==> src/rtl/ccp_pkg.sv <==
package ccp_pkg;
  localparam logic [3:0] MODE_OFF   = 4'b0000;
  localparam logic [3:0] CAP_FALL   = 4'b0100;
  localparam logic [3:0] CAP_RISE   = 4'b0101;
  localparam logic [3:0] CAP_DIV_S  = 4'b0110;
  localparam logic [3:0] CAP_DIV_L  = 4'b0111;
  localparam logic [3:0] CMP_SET    = 4'b1000;
  localparam logic [3:0] CMP_CLR    = 4'b1001;
  localparam logic [3:0] CMP_FLAG   = 4'b1010;
  localparam logic [3:0] CMP_TRIG   = 4'b1011;

  function automatic logic is_capture(input logic [3:0] m);
    return m[3:2] == 2'b01;
  endfunction

  function automatic logic is_compare(input logic [3:0] m);
    return m[3:2] == 2'b10;
  endfunction

  function automatic logic is_pwm(input logic [3:0] m);
    return m[3:2] == 2'b11;
  endfunction
endpackage

==> src/rtl/ccp_capture_det.sv <==
module ccp_capture_det #(
  parameter int DIV_S = 4,
  parameter int DIV_L = 16
) (
  input  logic       clk,
  input  logic       rst_n,
  input  logic [3:0] mode,
  input  logic       ctl_we,
  input  logic       pin,
  output logic       cap_ev
);
  import ccp_pkg::*;
  localparam int PS_W = $clog2(DIV_L);
  localparam logic [PS_W-1:0] LAST_S = PS_W'(DIV_S - 1);
  localparam logic [PS_W-1:0] LAST_L = PS_W'(DIV_L - 1);

  logic            pin_q;
  logic [PS_W-1:0] ps_q, ps_d;
  logic            rise, fall, div_mode, ps_full, ps_en;

  always_comb begin
    rise     = pin & ~pin_q;
    fall     = ~pin & pin_q;
    div_mode = (mode == CAP_DIV_S) || (mode == CAP_DIV_L);
    ps_full  = (mode == CAP_DIV_S) ? (ps_q == LAST_S) : (ps_q == LAST_L);
    cap_ev   = ((mode == CAP_FALL) && fall) ||
               ((mode == CAP_RISE) && rise) ||
               (div_mode && rise && ps_full);
    ps_en    = ctl_we || (div_mode && rise);
    if (ctl_we)       ps_d = '0;
    else if (ps_full) ps_d = '0;
    else              ps_d = ps_q + 1'b1;
  end

  always_ff @(posedge clk or negedge rst_n) begin
    if (!rst_n) begin
      pin_q <= 1'b0;
      ps_q  <= '0;
    end else begin
      pin_q <= pin;
      if (ps_en) ps_q <= ps_d;
    end
  end

  AST_PS_CLEARED: assert property (@(posedge clk) disable iff (!rst_n)
    ctl_we |=> (ps_q == '0));
endmodule

==> src/rtl/ccp_compare_det.sv <==
module ccp_compare_det #(
  parameter int W = 16
) (
  input  logic         clk,
  input  logic         rst_n,
  input  logic [W-1:0] ref_val,
  input  logic [W-1:0] tmr,
  output logic         hit
);
  logic eq, eq_q;

  always_comb begin
    eq  = (ref_val == tmr);
    hit = eq & ~eq_q;
  end

  always_ff @(posedge clk or negedge rst_n) begin
    if (!rst_n) eq_q <= 1'b0;
    else        eq_q <= eq;
  end

  AST_SINGLE_HIT: assert property (@(posedge clk) disable iff (!rst_n)
    hit |=> !hit);
endmodule

==> src/rtl/ccp_pwm.sv <==
module ccp_pwm #(
  parameter int TW = 8,
  parameter int FW = 2
) (
  input  logic            clk,
  input  logic            rst_n,
  input  logic [TW-1:0]   per_tmr,
  input  logic            start,
  input  logic [TW+FW-1:0] duty_nxt,
  output logic            pwm_o
);
  localparam int DW = TW + FW;

  logic [FW-1:0] fine_q, fine_d;
  logic [DW-1:0] duty_q, duty_d;
  logic          pwm_q, pwm_d;
  logic [DW-1:0] cnt;

  always_comb begin
    cnt    = {per_tmr, fine_q};
    duty_d = duty_q;
    pwm_d  = pwm_q;
    if (start) begin
      fine_d = FW'(1);
      duty_d = duty_nxt;
      pwm_d  = |duty_nxt;
    end else begin
      fine_d = fine_q + 1'b1;
      if (pwm_q && (cnt >= duty_q)) pwm_d = 1'b0;
    end
  end

  always_ff @(posedge clk or negedge rst_n) begin
    if (!rst_n) begin
      fine_q <= '0;
      duty_q <= '0;
      pwm_q  <= 1'b0;
    end else begin
      fine_q <= fine_d;
      if (start) duty_q <= duty_d;
      pwm_q  <= pwm_d;
    end
  end

  assign pwm_o = pwm_q;

  AST_NO_GLITCH: assert property (@(posedge clk) disable iff (!rst_n)
    (!start && !pwm_q) |=> !pwm_q);
  AST_DUTY_HELD: assert property (@(posedge clk) disable iff (!rst_n)
    !start |=> $stable(duty_q));
endmodule

==> src/rtl/ccp_unit.sv <==
module ccp_unit #(
  parameter int TMR_W  = 16,
  parameter int PER_W  = 8,
  parameter int FINE_W = 2,
  parameter int DIV_S  = 4,
  parameter int DIV_L  = 16
) (
  input  logic             clk,
  input  logic             rst_n,
  input  logic             ctl_we,
  input  logic [7:0]       ctl_wdata,
  input  logic             lo_we,
  input  logic             hi_we,
  input  logic [7:0]       wr_data,
  input  logic             flag_clr,
  input  logic [TMR_W-1:0] tmr_val,
  input  logic [PER_W-1:0] per_tmr,
  input  logic             per_start,
  input  logic             cap_in,
  output logic             ccp_pin,
  output logic             irq_flag,
  output logic             evt_trig,
  output logic [TMR_W-1:0] pair_val
);
  import ccp_pkg::*;
  localparam int HI_W = TMR_W - 8;

  logic rs1_q, rs2_q, rst_i_n;

  always_ff @(posedge clk or negedge rst_n) begin
    if (!rst_n) begin
      rs1_q <= 1'b0;
      rs2_q <= 1'b0;
    end else begin
      rs1_q <= 1'b1;
      rs2_q <= rs1_q;
    end
  end
  assign rst_i_n = rs2_q;

  logic [3:0]        mode_q, mode_d;
  logic [FINE_W-1:0] dlsb_q, dlsb_d;
  logic [TMR_W-1:0]  pair_q, pair_d;
  logic              cmp_q, cmp_d, flag_q, flag_d, trig_q, trig_d;
  logic              cap_ev, hit, pwm_o, cap_take, cmp_hit, pair_en;

  ccp_capture_det #(.DIV_S(DIV_S), .DIV_L(DIV_L)) u_cap (
    .clk(clk), .rst_n(rst_i_n), .mode(mode_q), .ctl_we(ctl_we),
    .pin(cap_in), .cap_ev(cap_ev));

  ccp_compare_det #(.W(TMR_W)) u_cmp (
    .clk(clk), .rst_n(rst_i_n), .ref_val(pair_q), .tmr(tmr_val), .hit(hit));

  ccp_pwm #(.TW(PER_W), .FW(FINE_W)) u_pwm (
    .clk(clk), .rst_n(rst_i_n), .per_tmr(per_tmr), .start(per_start),
    .duty_nxt({pair_q[PER_W-1:0], dlsb_q}), .pwm_o(pwm_o));

  always_comb begin
    cap_take = is_capture(mode_q) && cap_ev;
    cmp_hit  = is_compare(mode_q) && hit;
    pair_en  = cap_take || lo_we || hi_we;
    pair_d   = pair_q;
    if (cap_take) pair_d = tmr_val;
    else begin
      if (lo_we) pair_d[7:0] = wr_data;
      if (hi_we) pair_d[TMR_W-1:8] = wr_data[HI_W-1:0];
    end
    mode_d = ctl_wdata[3:0];
    dlsb_d = ctl_wdata[4 +: FINE_W];
    cmp_d  = cmp_q;
    if (ctl_we)                            cmp_d = (ctl_wdata[3:0] == CMP_CLR);
    else if (cmp_hit && mode_q == CMP_SET) cmp_d = 1'b1;
    else if (cmp_hit && mode_q == CMP_CLR) cmp_d = 1'b0;
    if (cap_take || cmp_hit) flag_d = 1'b1;
    else if (flag_clr)       flag_d = 1'b0;
    else                     flag_d = flag_q;
    trig_d = cmp_hit && (mode_q == CMP_TRIG);
  end

  always_ff @(posedge clk or negedge rst_i_n) begin
    if (!rst_i_n) begin
      mode_q <= MODE_OFF;
      dlsb_q <= '0;
      pair_q <= '0;
      cmp_q  <= 1'b0;
      flag_q <= 1'b0;
      trig_q <= 1'b0;
    end else begin
      if (ctl_we) begin
        mode_q <= mode_d;
        dlsb_q <= dlsb_d;
      end
      if (pair_en) pair_q <= pair_d;
      cmp_q  <= cmp_d;
      flag_q <= flag_d;
      trig_q <= trig_d;
    end
  end

  assign ccp_pin  = is_pwm(mode_q) ? pwm_o : cmp_q;
  assign irq_flag = flag_q;
  assign evt_trig = trig_q;
  assign pair_val = pair_q;

  AST_OFF_QUIET: assert property (@(posedge clk) disable iff (!rst_i_n)
    (mode_q == MODE_OFF) |-> !ccp_pin);
  AST_CAP_LOAD: assert property (@(posedge clk) disable iff (!rst_i_n)
    cap_take |=> (pair_val == $past(tmr_val)));
  AST_TRIG_FLAG: assert property (@(posedge clk) disable iff (!rst_i_n)
    evt_trig |-> irq_flag);
  AST_TRIG_PULSE: assert property (@(posedge clk) disable iff (!rst_i_n)
    evt_trig |=> !evt_trig);
  AST_FLAG_STICKY: assert property (@(posedge clk) disable iff (!rst_i_n)
    (irq_flag && !flag_clr) |=> irq_flag);
endmodule

==> config.mk <==
export PLATFORM = sky130hd
export DESIGN_NAME = ccp_unit
export DESIGN_NICKNAME = d
export VERILOG_FILES = /design/src/rtl/ccp_pkg.sv /design/src/rtl/ccp_capture_det.sv /design/src/rtl/ccp_compare_det.sv /design/src/rtl/ccp_pwm.sv /design/src/rtl/ccp_unit.sv
export SDC_FILE = /design/constraint.sdc
export NUM_CORES = 1
export LEC_CHECK = 0
export ABC_AREA = 1
export ABC_CLOCK_PERIOD_IN_PS = 1400
export BUFFER_PORTS_ARGS = -buffer_cell sky130_fd_sc_hd__buf_2
export CORE_UTILIZATION = 25
export CTS_CLUSTER_DIAMETER = 100
export DETAILED_ROUTE_END_ITERATION = 12
export PLACE_DENSITY = 0.5
export SLEW_MARGIN = 10
export SYNTH_ARGS = -nofsm -noshare
export SYNTH_HDL_FRONTEND = slang
export SYNTH_SLANG_ARGS = --single-unit
==> constraint.sdc <==
create_clock -name clk -period 1.4 [get_ports clk]
set_input_delay 0.07 -clock clk [delete_from_list [all_inputs] [get_ports clk]]
set_output_delay 0.07 -clock clk [all_outputs]
set_load 0.01 [all_outputs]
== Word level (Yosys, flattened, before mapping) ==
Cells that the tools add are included.

* Flip-flop bits (word level): 46
* Latch bits: 0
* Bits in writable memories: 0
* ROM bits: 0
* Input bits: 48
* Output and inout bits: 19
* Word-level logic and storage cells: 78
* Memories: 0

* $add $sub $neg: 2
* Multipliers: 0
* Div/mod/pow operators: 0
* $lt $le $gt $ge: 1
* Equality and inequality tests: 14
* Shift operators: 0
* Muxes and demuxes: 15
* Bitwise operators: 6
* Reductions and logical operators: 25

{| class="wikitable"
|+ Operator list
! kind !! count
|-
| $eq A4 B4 Y1 const B || 5
|-
| $eq A16 B16 Y1 || 1
|-
| $eq A4 B3 Y1 const B || 4
|-
| $mux W16 || 1
|-
| $mux W8 || 2
|-
| $ge A10 B10 Y1 || 1
|-
| $logic_and A1 B1 Y1 || 10
|-
| $reduce_or A10 Y1 || 1
|-
| $mux W1 || 9
|-
| $mux W4 || 2
|-
| $reduce_bool A2 Y1 || 4
|-
| $logic_or A1 B1 Y1 || 7
|-
| $add A4 B1 Y4 const B || 1
|-
| $eq A2 B2 Y1 const B || 2
|-
| $eq A4 B2 Y1 const B || 1
|-
| $reduce_and A2 Y1 || 2
|-
| $and A1 B1 Y1 || 3
|-
| $not A1 Y1 || 3
|-
| $reduce_bool A3 Y1 || 1
|-
| $add A2 B1 Y2 const B || 1
|-
| $eq A2 B1 Y1 const B || 1
|-
| $mux W2 || 1
|}

== Longest topological paths before layout ==
* Word-level depth: 9
* Mapped depth: 10

== Cells and area by module ==
From an unflattened synthesis, not the netlist that was laid out.

* Cells, all modules: 371
* Area total of the unflattened synthesis: 2708.8 µm²

{| class="wikitable"
|+ Modules (own cells, without submodules)
! module !! instances !! cells an instance !! area an instance (µm²)
|-
| ccp_unit || 1 || 138 || 1246.2
|-
| ccp_pwm || 1 || 97 || 760.7
|-
| ccp_compare_det || 1 || 92 || 369.1
|-
| ccp_capture_det || 1 || 44 || 332.8
|}

== Least setup slack after synthesis ==
Ideal clock, no wire load.

* Path kind: reg2reg
* Start: reg u_cap.ps_q[2]
* End: reg pair_q[8], in the netlist pair_val[8]
* Setup time: 0.123 ns
* Arrival: 1.310 ns
* Required time: 1.277 ns
* Setup slack: -0.034 ns
* Cell stages (with the launch flop): 7
* Buffers on the path: 1
* Period minus slack after synthesis: 1.434 ns
* Cells stage by stage: dfrtp_1 > or2_2 > o21ai_2 > nand3_4 > buf_2 > nand4_1 > nand3_2

* Word-level cells in the longest chain between the ends: 8

{| class="wikitable"
|+ RTL lines
! item !! RTL line !! source
|-
| start: declaration || ccp_capture_det.sv:18 || <nowiki>logic [PS_W-1:0] ps_q, ps_d;</nowiki>
|-
| start signal: assignment || ccp_capture_det.sv:41 || <nowiki>if (ps_en) ps_q <= ps_d;</nowiki>
|-
| $eq A4 B4 Y1 / $eq A4 B2 Y1 (equally long branches) || ccp_capture_det.sv:25 || <nowiki>ps_full = (mode == CAP_DIV_S) ? (ps_q == LAST_S) : (ps_q == LAST_L);</nowiki>
|-
| $mux W1 * || ccp_capture_det.sv:25 ||
|-
| $logic_and A1 B1 Y1 * || ccp_capture_det.sv:28 || <nowiki>(div_mode && rise && ps_full);</nowiki>
|-
| $logic_or A1 B1 Y1 * || ccp_capture_det.sv:27 || <nowiki>((mode == CAP_RISE) && rise) ||</nowiki>
|-
| $logic_and A1 B1 Y1 * || ccp_unit.sv:59 || <nowiki>cap_take = is_capture(mode_q) && cap_ev;</nowiki>
|-
| $logic_or A1 B1 Y1 (2 in a row) || ccp_unit.sv:61 || <nowiki>pair_en = cap_take || lo_we || hi_we;</nowiki>
|-
| $reduce_and A2 Y1 (no source line) || -- ||
|-
| end signal: assignment || ccp_unit.sv:93 || <nowiki>if (pair_en) pair_q <= pair_d;</nowiki>
|-
| end: declaration || ccp_unit.sv:43 || <nowiki>logic [TMR_W-1:0] pair_q, pair_d;</nowiki>
|}

Mark *: on every way between the ends. The rest lies on a longest branch, timed or not.
A chain may end at the register's enable or synchronous reset.

== Worst setup path in the final report ==
* Start: reg mode_q[3]
* End: reg pair_q[13], in the netlist pair_val[13]

* Word-level cells in the longest chain between the ends: 9

{| class="wikitable"
|+ RTL lines
! item !! RTL line !! source
|-
| start: declaration || ccp_unit.sv:41 || <nowiki>logic [3:0] mode_q, mode_d;</nowiki>
|-
| start signal: assignment || ccp_unit.sv:90 || <nowiki>mode_q <= mode_d;</nowiki>
|-
| $eq A4 B3 Y1, on equally long branches || ccp_capture_det.sv:24, ccp_capture_det.sv:25 ||
|-
| $logic_or A1 B1 Y1 || ccp_capture_det.sv:24 || <nowiki>div_mode = (mode == CAP_DIV_S) || (mode == CAP_DIV_L);</nowiki>
|-
| $logic_and A1 B1 Y1 (2 in a row) || ccp_capture_det.sv:28 ||
|-
| $logic_or A1 B1 Y1 || ccp_capture_det.sv:27 ||
|-
| $logic_and A1 B1 Y1 * || ccp_unit.sv:59 ||
|-
| $logic_or A1 B1 Y1 (2 in a row) || ccp_unit.sv:61 ||
|-
| $reduce_and A2 Y1 (no source line) || -- ||
|}

Marked as above.

==> results by stage <==
Power:
- The clock network fraction of total power is between 20% and 30%.
- The worst supply voltage drop on vdd is approximately 430 uV.
- The static leakage power is slightly above 2 nW.
- The ratio of total power to cell area is between 900 and 1000 nW/um^2.
- The post-route total power is between 3 and 4 mW.
- Registers are responsible for 42.6% of the overall power.
- The net switching power is ~1.1 mW.
- The internal power is roughly 2.5 mW.
- The share of total power in combinational logic is 30.1%.
- Of the total power, the share spent switching nets is between 30 and 40%.

Worst setup path:
- The cell with the largest stage delay on the worst path is sky130_fd_sc_hd__dfrtp_1.
- The endpoint kind of the worst setup timing path is a register.
- The worst setup path is of the reg2reg kind.
- The signal on the critical path passes through nor2_4 -> nand3_4 -> o21ai_4 -> nand3_4 -> buf_12 -> nand4_1 -> nand3_1.
- The largest incremental delay on the critical path is around 0.42 ns.
- For the worst setup path, the data arrival time is between 1.5 and 2 ns.
- The startpoint type of the worst setup path is a register.
- The critical-path maximum fanout is 32.
- The dominant cell type by count on the critical path is sky130_fd_sc_hd__nand3_4.
- Together, buffers and inverters on the worst path number 1.
- STA puts the critical path data required time at between 1.5 and 2 ns.
- The kind of cell with the highest combined delay along the critical path is simple AND/OR/NAND/NOR gates.

Layout:
- After filler insertion, the fill cell instance count of the layout stands at 1135.
- Once layout is complete, the utilization of the core stands at between 30 and 40%.
- The count of inserted antenna diode cells is 0.
- In the final layout, the share of cells above drive strength 1 is between 40% and 50%.
- The net count of the finished layout is 529.
- Relative to the synthesized area, the layout overhead comes to 46.73%.
- For this run, the number of standard cells in the final layout without fillers is between 600 and 700.

Logic synthesis:
- After synthesis, the netlist uses 30 different library cells.
- Ranked by total cell area, the synthesized netlist is headed by sky130_fd_sc_hd__dfrtp_1 42%, sky130_fd_sc_hd__nand2_1 11%, sky130_fd_sc_hd__nand4_1 9.1%, sky130_fd_sc_hd__inv_1 7.3%, sky130_fd_sc_hd__ha_1 5.0%.
- The post-synth design cell area is roughly 2700 um^2.
- Summing the areas of all xor and xnor instances in the mapped netlist gives 0.6396% of the synthesized area.
- The post-synthesis async set-or-reset flop share is 100.0%.
- The synthesized netlist devotes under 10% of its cell area to compound gates.
- The area share of the largest cell type after synthesis is between 40% and 50%.
- The synthesized net count is about 410.
- Synthesis handed over a netlist of between 300 and 400 instances.
- The adder and majority cell fraction of the synthesized area is around 5.0%.
- Among all cell types in the netlist, the one instantiated most often is sky130_fd_sc_hd__nand2_1.
- The fraction of the mapped netlist area in simple logic gates is between 30% and 40%.
- Of all cell types, the one taking the most synthesized area is sky130_fd_sc_hd__dfrtp_1.
- The average instance area after synthesis is a little under 8 um^2.
- The dominant combinational cell family by area after synthesis is simple AND/OR/NAND/NOR gates.
- The yosys synthesis warning count is 0.
- The number of synthesized flops with an enable pin is 0.
- The count of state elements after synthesis is 46.
- The sequential cell area fraction in the yosys report is 42.03%.
- Counting instances in the post-synthesis netlist gives the leading cell types as 82 x sky130_fd_sc_hd__nand2_1, 53 x sky130_fd_sc_hd__inv_1, 46 x sky130_fd_sc_hd__dfrtp_1, 40 x sky130_fd_sc_hd__nand4_1, 30 x sky130_fd_sc_hd__nor2_1.
- The share of cell area taken by muxes after synthesis is 0%.
- The most used flip-flop cell after synthesis is sky130_fd_sc_hd__dfrtp_1.

Route:
- The total number of vias is about 2700.
- Before antenna repair, the detailed router went through 4 iterations.
- The starting DRC count in detailed routing is 98.
- The DRC violation count after routing is 0.
- The vias per cell is ~4.5.
- The remaining antenna violation count is 0.
- Wires add up to around 7.7 mm.
- The routed length per instance is between 10 and 15 um.

Die:
- The floorplan die width is 106.7 um.
- In this run the standard cell core region covers between 10000 and 15000 um^2.
- The die height is approximately 110 um.
- The initial core utilization is between 20% and 30%.
- In this run the count of I/O pins placed on the die edge is 67.
- The die covers around 11000 um^2.
- The floorplan has 37 rows.

Global routing:
- The global routing usage on met1 is ~18%.
- The total grt overflow is 0.
- Across every metal layer, demand over resource in global routing totals about 14%.
- The initial antenna violation count came to 0.
- The pin count of the biggest net entering global routing is 45.
- The busiest metal layer after global routing is met2.
- For met3 alone, demand over resource in global routing was under 10%.
- The fraction of met2 tracks used by global routing is 23.41%.
- The first global-routing pass estimated 12.39 mm of wire.
- The number of global-route vias before repair is roughly 2600.

Outcome:
- The flow ran to the end, but the final reports show violations.
- The final reports fail on setup timing.

Timing:
- The tightest hold path in the finished design has a slack of roughly 0.014 ns.
- The total count of hold-check failures in the final report is 0.
- Setup repair after global routing could not meet its margin everywhere.
- Setup violations remaining at the end of the flow were counted as 16.
- Setup slack on the critical path of the routed design comes to -0.1019 ns.
- The setup total negative slack is -1.248 ns.
- The time the final worst path needs with I/O delays and setup is 1.502 ns.
- The setup clock skew after layout is around 0.015 ns.
- The count of pins over their slew limit is 0.
- In the finished design, the share of the clock period the worst path needs comes to 107.3%.
- The maximum clock frequency is between 0.6 and 0.7 GHz.

Clock network:
- Clock latency on the worst-skew pair, taken at its later pin, is ~0.30 ns.
- For this design, the sink count on the clock tree is 46.
- TritonCTS built the clock tree.
- TritonCTS created 5 clock buffers.
- The clock-pin slew on the worst setup and hold paths is around 0.10 ns.
- The cell sitting at the root of the clock tree is a sky130_fd_sc_hd__clkbuf_8.
- The clock passes through at most 2 buffers.
- The H-tree depth is 2.

Place:
- In this run the tool buffered the top-level ports with 64 buffer cells.
- The weighted congestion reported at the end of routability-driven placement is 0.7910.
- Detailed placement ended at an HPWL of 5.644 mm.
- The number of placed instances, taps included, is 580.

Run:
- Max-cap violations in this run came to 0.

Worst hold path:
- The class of the most critical hold timing path is in2reg.
==> timing repair <==
action / CTS / global route
pin swaps: 13 / 22
hold buffers: 6 / 0
gates resized for setup: 27 / 38
buffers inserted: 2 / 11
hold endpoints to repair: 7 / 0
setup endpoints to repair: 20 / 23
==> routing by layer <==
metal  vias up  share of wire (%)
met3         6                4.0
li1       1389                  -
met5         -                  0
met2        55                 50
met1      1290                 45
met4         0               0.89
==> power groups by stage <==
stage                     Sequential [mW]  Combinational (mW)  Clock, mW
after floorplan                      1.60               0.400          0
after global placement               1.57               0.835          0
after detailed placement             1.57               0.852          0
after CTS                            1.54               0.946       1.04
after global routing                 1.57                1.23       1.09
final                                1.55                1.10      0.996
==> worst reg2reg max path: stages (launching register included) <==
cell and delay, ns:
sky130_fd_sc_hd__dfrtp_1 0.42, sky130_fd_sc_hd__nor2_4 0.17, sky130_fd_sc_hd__nand3_4 0.10, sky130_fd_sc_hd__o21ai_4 0.18
sky130_fd_sc_hd__nand3_4 0.13, sky130_fd_sc_hd__buf_12 0.19, sky130_fd_sc_hd__nand4_1 0.10, sky130_fd_sc_hd__nand3_1 0.08
==> per-stage QoR <==
stage	setup WS, ns	instance area [um^2]
2_1_floorplan	0.009276	2773
3_3_place_gp	-0.1128	3501
3_5_place_dp	-0.1100	3501
4_1_cts	-0.1170	3800
5_1_grt	-0.1976	4019
6_report	-0.1019	4019
==> layout by cell type (no fill, tap or decap), drive strengths merged <==
master       count
buf            114
nand2           93
inv             55
dfrtp           46
nand4           40
nor2            31
nand3           27
o21ai           21
ha              11
a21oi            7
dlygate4sd3      6
clkbuf           6
nor3             2
nor4             2
xnor2            1
or2              1
or4              1
o2111ai          1
o211ai           1
o21a             1
xor2             1
bufinv           1
clkinvlp         1
conb             1
==> final timing paths <==
kind / startpoint / to / slack, ns / depth (start not counted)
min: tmr_val[5] / pair_val[5] / 0.01 / 3
min in group asynchronous: rst_n / rs1_q / 0.08 / 2
max: mode_q[3] / pair_val[13] / -0.10 / 7
min reg2reg: rs2_q / pair_val[7] / 0.24 / 1
max in group asynchronous: rs2_q / u_cap.ps_q[2] / 0.94 / 1
max reg2reg: mode_q[3] / pair_val[13] / -0.10 / 7
==> flip-flops by register name (all words and copies together) (netlist names), 2 cells and up <==
name,cells
pair_val,16
u_pwm.duty_q,10
mode_q,4
u_cap.ps_q,4
dlsb_q,2
u_pwm.fine_q,2
==> kinds of logic after synthesis <==
kind of cell,Yosys count
AND/OR/NAND/NOR,197
buffers and inverters,67
flip-flops,46
AO/OA/AOI/OAI,31
adder cells (fa/ha/maj),11
XOR/XNOR,2
other,1
==> layout make-up <==
type                            count  area (um^2)  share of cell area, %
Sequential cell                    46         1152                  28.67
Timing Repair Buffer              120        797.0                  19.83
Multi-Input combinational cell    242         1583                  39.38
Inverter                           55        206.4                  5.137
Clock buffer                        6        72.57                  1.806
Tap cell                          136        170.2                  4.234
Clock inverter                      2        37.54                 0.9340
No activity file was read; power rests on OpenSTA's default activity.
